File: src/rtl/phc_pkg.sv
package phc_pkg;

  typedef enum logic [3:0] {
    PH_F_MAR  = 4'd0,
    PH_F_RD   = 4'd1,
    PH_F_MDR  = 4'd2,
    PH_F_IR   = 4'd3,
    PH_F_PC   = 4'd4,
    PH_DECODE = 4'd5,
    PH_EVAL   = 4'd6,
    PH_OP_RD  = 4'd7,
    PH_OP_LD  = 4'd8,
    PH_EXEC   = 4'd9,
    PH_STORE  = 4'd10
  } phase_e;

  localparam logic [3:0] OPC_ADD  = 4'b0001;
  localparam logic [3:0] OPC_JUMP = 4'b0100;
  localparam logic [3:0] OPC_LDO  = 4'b0110;

endpackage

File: src/rtl/phc_regfile.sv
module phc_regfile #(
  parameter int DW   = 16,
  parameter int NREG = 8,
  localparam int AW  = $clog2(NREG)
) (
  input  logic          clk,
  input  logic          rst_n,
  input  logic          we,
  input  logic [AW-1:0] waddr,
  input  logic [DW-1:0] wdata,
  input  logic [AW-1:0] raddr_a,
  input  logic [AW-1:0] raddr_b,
  output logic [DW-1:0] rdata_a,
  output logic [DW-1:0] rdata_b
);

  logic [NREG*DW-1:0] word_bus;

  for (genvar g = 0; g < NREG; g++) begin : g_word
    logic [DW-1:0] word_q;
    logic          word_en;

    assign word_en = we && (waddr == AW'(g));

    always_ff @(posedge clk or negedge rst_n) begin
      if (!rst_n) begin
        word_q <= '0;
      end else if (word_en) begin
        word_q <= wdata;
      end
    end

    assign word_bus[g*DW +: DW] = word_q;
  end

  assign rdata_a = word_bus[raddr_a*DW +: DW];
  assign rdata_b = word_bus[raddr_b*DW +: DW];

endmodule

File: src/rtl/phc_alu.sv
module phc_alu #(
  parameter int DW = 16
) (
  input  logic [DW-1:0] opnd_a,
  input  logic [DW-1:0] opnd_b,
  output logic [DW-1:0] sum
);

  always_comb begin
    sum = opnd_a + opnd_b;
  end

endmodule

File: src/rtl/phc_ctrl.sv
module phc_ctrl
  import phc_pkg::*;
(
  input  logic       clk,
  input  logic       rst_n,
  input  logic       run,
  input  logic [3:0] opcode,
  output phase_e     phase_q
);

  phase_e phase_d;

  always_comb begin
    phase_d = PH_F_MAR;
    unique case (phase_q)
      PH_F_MAR:  phase_d = PH_F_RD;
      PH_F_RD:   phase_d = PH_F_MDR;
      PH_F_MDR:  phase_d = PH_F_IR;
      PH_F_IR:   phase_d = PH_F_PC;
      PH_F_PC:   phase_d = PH_DECODE;
      PH_DECODE: begin
        if (opcode == OPC_LDO) begin
          phase_d = PH_EVAL;
        end else if (opcode == OPC_ADD || opcode == OPC_JUMP) begin
          phase_d = PH_OP_LD;
        end else begin
          phase_d = PH_F_MAR;
        end
      end
      PH_EVAL:   phase_d = PH_OP_RD;
      PH_OP_RD:  phase_d = PH_OP_LD;
      PH_OP_LD:  phase_d = (opcode == OPC_LDO) ? PH_STORE : PH_EXEC;
      PH_EXEC:   phase_d = (opcode == OPC_ADD) ? PH_STORE : PH_F_MAR;
      PH_STORE:  phase_d = PH_F_MAR;
      default:   phase_d = PH_F_MAR;
    endcase
  end

  always_ff @(posedge clk or negedge rst_n) begin
    if (!rst_n) begin
      phase_q <= PH_F_MAR;
    end else if (run) begin
      phase_q <= phase_d;
    end
  end

endmodule

File: src/rtl/phase_core.sv
module phase_core
  import phc_pkg::*;
#(
  parameter int DW   = 16,
  parameter int NREG = 8
) (
  input  logic          clk,
  input  logic          rst_n,
  input  logic          run,
  output logic [DW-1:0] mem_addr,
  output logic [DW-1:0] mem_wdata,
  output logic          mem_we,
  input  logic [DW-1:0] mem_rdata,
  output logic [3:0]    phase,
  output logic [DW-1:0] pc
);

  localparam int AW    = $clog2(NREG);
  localparam int OFF_W = 6;

  phase_e ph;

  logic [DW-1:0] pc_q, pc_d, mar_q, mar_d, mdr_q, ir_q;
  logic [DW-1:0] ta_q, tb_q, res_q;
  logic          pc_en, mar_en, mdr_en, ir_en, opnd_en, res_en;

  logic [3:0]    opcode;
  logic          is_add, is_jump, is_ldo;
  logic [AW-1:0] f_dst, f_src1, f_src2;
  logic [DW-1:0] off_ext;

  logic [DW-1:0] rd_a, rd_b, rf_wdata;
  logic          rf_we;
  logic [DW-1:0] alu_a, alu_b, alu_y;

  // instruction field split
  assign opcode  = ir_q[15:12];
  assign f_dst   = ir_q[11:9];
  assign f_src1  = ir_q[8:6];
  assign f_src2  = ir_q[2:0];
  assign off_ext = {{(DW-OFF_W){1'b0}}, ir_q[OFF_W-1:0]};
  assign is_add  = (opcode == OPC_ADD);
  assign is_jump = (opcode == OPC_JUMP);
  assign is_ldo  = (opcode == OPC_LDO);

  phc_ctrl u_ctrl (
    .clk     (clk),
    .rst_n   (rst_n),
    .run     (run),
    .opcode  (opcode),
    .phase_q (ph)
  );

  phc_regfile #(.DW(DW), .NREG(NREG)) u_rf (
    .clk     (clk),
    .rst_n   (rst_n),
    .we      (rf_we),
    .waddr   (f_dst),
    .wdata   (rf_wdata),
    .raddr_a (f_src1),
    .raddr_b (f_src2),
    .rdata_a (rd_a),
    .rdata_b (rd_b)
  );

  // one adder: effective address in EVAL, sum in EXEC
  assign alu_a = (ph == PH_EVAL) ? rd_a    : ta_q;
  assign alu_b = (ph == PH_EVAL) ? off_ext : tb_q;

  phc_alu #(.DW(DW)) u_alu (
    .opnd_a (alu_a),
    .opnd_b (alu_b),
    .sum    (alu_y)
  );

  // next-value and enable logic
  always_comb begin
    pc_en    = 1'b0;
    pc_d     = pc_q;
    mar_en   = 1'b0;
    mar_d    = mar_q;
    mdr_en   = 1'b0;
    ir_en    = 1'b0;
    opnd_en  = 1'b0;
    res_en   = 1'b0;
    rf_we    = 1'b0;
    rf_wdata = is_ldo ? mdr_q : res_q;
    if (run) begin
      unique case (ph)
        PH_F_MAR: begin
          mar_en = 1'b1;
          mar_d  = pc_q;
        end
        PH_F_MDR: mdr_en = 1'b1;
        PH_F_IR:  ir_en  = 1'b1;
        PH_F_PC: begin
          pc_en = 1'b1;
          pc_d  = pc_q + DW'(1);
        end
        PH_EVAL: begin
          mar_en = 1'b1;
          mar_d  = alu_y;
        end
        PH_OP_LD: begin
          mdr_en  = is_ldo;
          opnd_en = !is_ldo;
        end
        PH_EXEC: begin
          res_en = is_add;
          pc_en  = is_jump;
          pc_d   = ta_q;
        end
        PH_STORE: rf_we = 1'b1;
        default: ;
      endcase
    end
  end

  // state registers
  always_ff @(posedge clk or negedge rst_n) begin
    if (!rst_n) begin
      pc_q <= '0;
    end else if (pc_en) begin
      pc_q <= pc_d;
    end
  end

  always_ff @(posedge clk or negedge rst_n) begin
    if (!rst_n) begin
      mar_q <= '0;
    end else if (mar_en) begin
      mar_q <= mar_d;
    end
  end

  always_ff @(posedge clk or negedge rst_n) begin
    if (!rst_n) begin
      mdr_q <= '0;
    end else if (mdr_en) begin
      mdr_q <= mem_rdata;
    end
  end

  always_ff @(posedge clk or negedge rst_n) begin
    if (!rst_n) begin
      ir_q <= '0;
    end else if (ir_en) begin
      ir_q <= mdr_q;
    end
  end

  always_ff @(posedge clk or negedge rst_n) begin
    if (!rst_n) begin
      ta_q <= '0;
      tb_q <= '0;
    end else if (opnd_en) begin
      ta_q <= rd_a;
      tb_q <= rd_b;
    end
  end

  always_ff @(posedge clk or negedge rst_n) begin
    if (!rst_n) begin
      res_q <= '0;
    end else if (res_en) begin
      res_q <= alu_y;
    end
  end

  assign mem_addr  = mar_q;
  assign mem_wdata = mdr_q;
  assign mem_we    = 1'b0;
  assign phase     = ph;
  assign pc        = pc_q;

endmodule

File: config.mk
export PLATFORM = sky130hd
export DESIGN_NAME = phase_core
export DESIGN_NICKNAME = d
export VERILOG_FILES = /design/src/rtl/phc_pkg.sv /design/src/rtl/phc_regfile.sv /design/src/rtl/phc_alu.sv /design/src/rtl/phc_ctrl.sv /design/src/rtl/phase_core.sv
export SDC_FILE = /design/constraint.sdc
export NUM_CORES = 1
export LEC_CHECK = 0
export BUFFER_PORTS_ARGS = -buffer_cell sky130_fd_sc_hd__buf_2
export CAP_MARGIN = 20
export CORE_MARGIN = 3
export CORE_UTILIZATION = 35
export CTS_CLUSTER_DIAMETER = 30
export DETAILED_ROUTE_END_ITERATION = 16
export SYNTH_ARGS = -nofsm -noshare
export SYNTH_HDL_FRONTEND = slang
export SYNTH_SLANG_ARGS = --single-unit
File: constraint.sdc
create_clock -name clk -period 4.7 [get_ports clk]
set_input_delay 0.235 -clock clk [delete_from_list [all_inputs] [get_ports clk]]
set_output_delay 0.235 -clock clk [all_outputs]
set_load 0.02 [all_outputs]
==> results.yml <==
route:
  drtIter0Drc: 568
  drc: 0
  highest_layer: "met4"
  routed_via_density: 5.38
  antenna_left: 0
  vias: 9512
  met1Wirelength_um: 15300
  wl_met2_um: 15900
  firstDrtPassIters: 5
  dr_wl_met3_um: 1950
  wl_per_cell_um: 19.2
  drt_wl_total_um: 34000
pwr:
  total_power_uw: 10700
  p_leak_uw: 0.00667
  power.density_nw_per_um2: 701
  ir_worst_vdd_mv: 0.362
logic_synthesis:
  synth.yosys.warnings: 0
  synthDistinctLibCells: 55
  synth-seq-cells: 244
  syn-num-nets: 1225
  yosys-top-cells-area: "dfrtp_1, mux4_2, o21ai_0, nand2_1, mux2i_1"
  synth_top_cell_area_share_pct: 48.9
  synth_top_flop_cell: "dfrtp_1"
  seq_area_frac_synth_pct: 48.9
  netlist_instances: 1189
  synth_edf_count: 0
  postSynthAreaPerCell_um2: 10.5
  synth_top_area_cell: "dfrtp_1"
  syn-cell-area_um2: 12500
  async_flop_share_pct: 100
worst_setup_path:
  required_ns: 5.11
  cp_max_fo: 17
  r2r-start: "ir_q[6]$_DFFE_PN0P_"
  reg2regPathDepth: 14
  crit_path_start_kind: "register"
  r2r-end: "mem_addr[14]$_DFFE_PN0P_"
  path_class: "register to register"
  r2r_setup_slack_ns: 0.77
  cp-end-kind: "register"
  arrival_ns: 4.34
grt:
  antenna_found_initial: 0
  overflow: 0
  grt.total_usage_pct: 17.9
  grt_pass1_wl_um: 54800
  grt_pass1_vias: 9557
  grt_max_degree: 119
floorplanning:
  dieWidth_um: 195
  ios: 72
  start_util_pct: 35.9
  die_area_um2: 38000
  core_area_um2: 34800
  rows: 68
  die_h_um: 195
final_layout:
  n_fill_cell: 3284
  antenna_cells: 0
  drive_above_1_share_pct: 22.6
  fin_area_um2: 15200
  multi_input_area_um2: 5980
  nets: 1307
  regArea_um2: 6110
  area_growth_pct: 22.0
  fin_util_pct: 43.8
hold_path:
  hold_class: "input port to register"
  hold_path_depth: 2
  min_from: "run"
  whs_endpoint: "u_ctrl.phase_q[3]$_DFFE_PN0P_"
cts:
  cts.repair.resized: 0
  cts_sinks: 244
  h-tree-depth: 2
  cts_buffer_depth: 3
  clock-root-buffer: "clkbuf_16"
  clk_latency_ns: 0.55
  cts_tree: "done"
  numCtsBuffers: 53
  cts.reportedPaths.clkPinSlew_ns: 0.05
timing:
  hold_viol: 0
  worst_pin_slew_ns: 0.984
  skew_ns: 0.0189
  finalCritPeriodShare_pct: 83.6
  finalWorstSetupSlack_ns: 0.770
  clock.fmax_mhz: 254
  slew_headroom_pct: 32.5
  fin_crit_ns: 3.93
  maxSlewViolCount: 0
  fin_setup_tns_ns: 0
  rsz0062_at_grt: "no"
  setup_violations: 0
place:
  pre_cts_ws_ns: 0.855
  hpwl_um: 22200
  place_congestion: 0.877
  io_buffers: 70
  placed_area_um2: 13300
flow_run:
  cap_viol_max_count: 0
outcome:
  outcome: "finished, final reports clean"
==> registers in the layout (all words and copies together) (netlist names) <==
signal,flops
ir_q,16
ta_q,16
u_rf.g_word.word_q,128
mem_addr,16
u_ctrl.phase_q,4
mem_wdata,16
pc,16
res_q,16
tb_q,16
==> synth_stat cells, types with 2 or more instances <==
library cell and instances:
dfrtp_1 244, nand2_1 194, o21ai_0 167, a21oi_1 93, nor2_1 82, mux4_2 64, clkbuf_1 56, mux2i_1 52
mux2_2 25, buf_2 22, nand3_1 18, ha_1 16, a31oi_1 13, and3_1 12, a21o_1 11, and2_1 11
mux2_4 10, nand4_1 9, nor3_1 8, xnor2_1 8, xor2_1 7, inv_1 6, o22ai_1 6, nor2b_1 5
o21a_1 5, nand3b_1 4, buf_1 3, buf_4 3, o31ai_1 3, a211oi_1 2, and4_1 2, buf_6 2
inv_2 2, nor4_1 2, or3_1 2
==> kinds of logic (layout without fill, tap and decap cells) <==
group	after synthesis	in the layout	share of synthesized area [%]
flops	244	244	48.9
buf+inv	94	219	3.26
compound gates	310	310	13.3
fa+ha+maj	17	17	1.76
simple gates	357	357	12.5
mux	151	151	19.2
xor+xnor	15	15	1.05
other cells	1	1	0.0301
==> timing repair <==
item                                   4_1_cts  5_1_grt
endpoints found under the hold margin      132        0
buffers inserted                             0        0
hold buffers                                17        0
==> worst max path at each step <==
| stage | from | to | slack [ns] | depth (start not counted) |
|---|---|---|---|---|
| final | ir_q[6]$_DFFE_PN0P_ | mem_addr[14]$_DFFE_PN0P_ | 0.77 | 14 |
| after global routing | ir_q[6]$_DFFE_PN0P_ | res_q[12]$_DFFE_PN0P_ | 0.52 | 14 |
| after CTS | ir_q[6]$_DFFE_PN0P_ | mem_addr[14]$_DFFE_PN0P_ | 0.81 | 14 |
| after detailed placement | ir_q[6]$_DFFE_PN0P_ | mem_addr[15]$_DFFE_PN0P_ | 0.86 | 13 |
| after global placement | ir_q[6]$_DFFE_PN0P_ | mem_addr[14]$_DFFE_PN0P_ | 0.91 | 14 |
| after floorplan | ir_q[6]$_DFFE_PN0P_ | mem_addr[14]$_DFFE_PN0P_ | 1.27 | 15 |
==> metal layers <==
metal / vias to the layer above / track usage (%)
met1: 4712 / 24.8
met3: 49 / 3.54
met5: - / 0
met2: 307 / 28.8
met4: 0 / 5.39
li1: 4444 / -
==> critical path, cell delays in order (launching register included) <==
cell and delay (ns):
dfrtp_2 0.61, buf_12 0.24, mux4_2 0.52, mux2i_1 0.27, o21ai_0 0.13, ha_1 0.24
inv_1 0.07, fa_1 0.20, nor2b_1 0.07, o31a_1 0.28, o2111ai_1 0.20, nand2_1 0.13
a221oi_1 0.47, mux2i_1 0.27, nand3_1 0.09
==> per-stage QoR <==
stage	std cells	hold slack, ns
global route	1769	0.0313
CTS	1769	0.00392
detailed placement	1654	0.403
global placement	1654	0.395
floorplan	1189	-0.0606
finish	1769	0.0317
==> power by group <==
| part | switching [uW] | internal (uW) | total (uW) |
|---|---|---|---|
| clock | 1190 | 2430 | 3630 |
| sequential | 669 | 2680 | 3350 |
| combinational | 2150 | 1550 | 3690 |
==> placed cells by master, fill, tap and decap left out, drive strengths merged, types with 8 or more instances in the layout <==
cell type	synthesis	layout
dlygate4sd3	0	17
mux4	64	64
nand2	194	194
mux2	35	35
o21ai	168	168
and2	11	11
nor2	82	82
a21o	11	11
and3	12	12
ha	16	16
buf	30	96
nor3	9	9
clkinv	0	15
a31oi	13	13
xnor2	8	8
dfrtp	244	244
a21oi	93	93
nand4	9	9
clkinvlp	0	10
mux2i	52	52
nand3	18	18
inv	8	10
clkbuf	56	66
==> layout make-up <==
cell class / count / area share [%]
sequential: 244 / 40.1
multi-input combinational: 851 / 39.3
inverter: 8 / 0.197
tap: 455 / 3.74
timing repair buffer: 113 / 4.93
clock inverter: 32 / 2.28
clock buffer: 66 / 9.43
No activity file was read; power rests on OpenSTA's default activity.
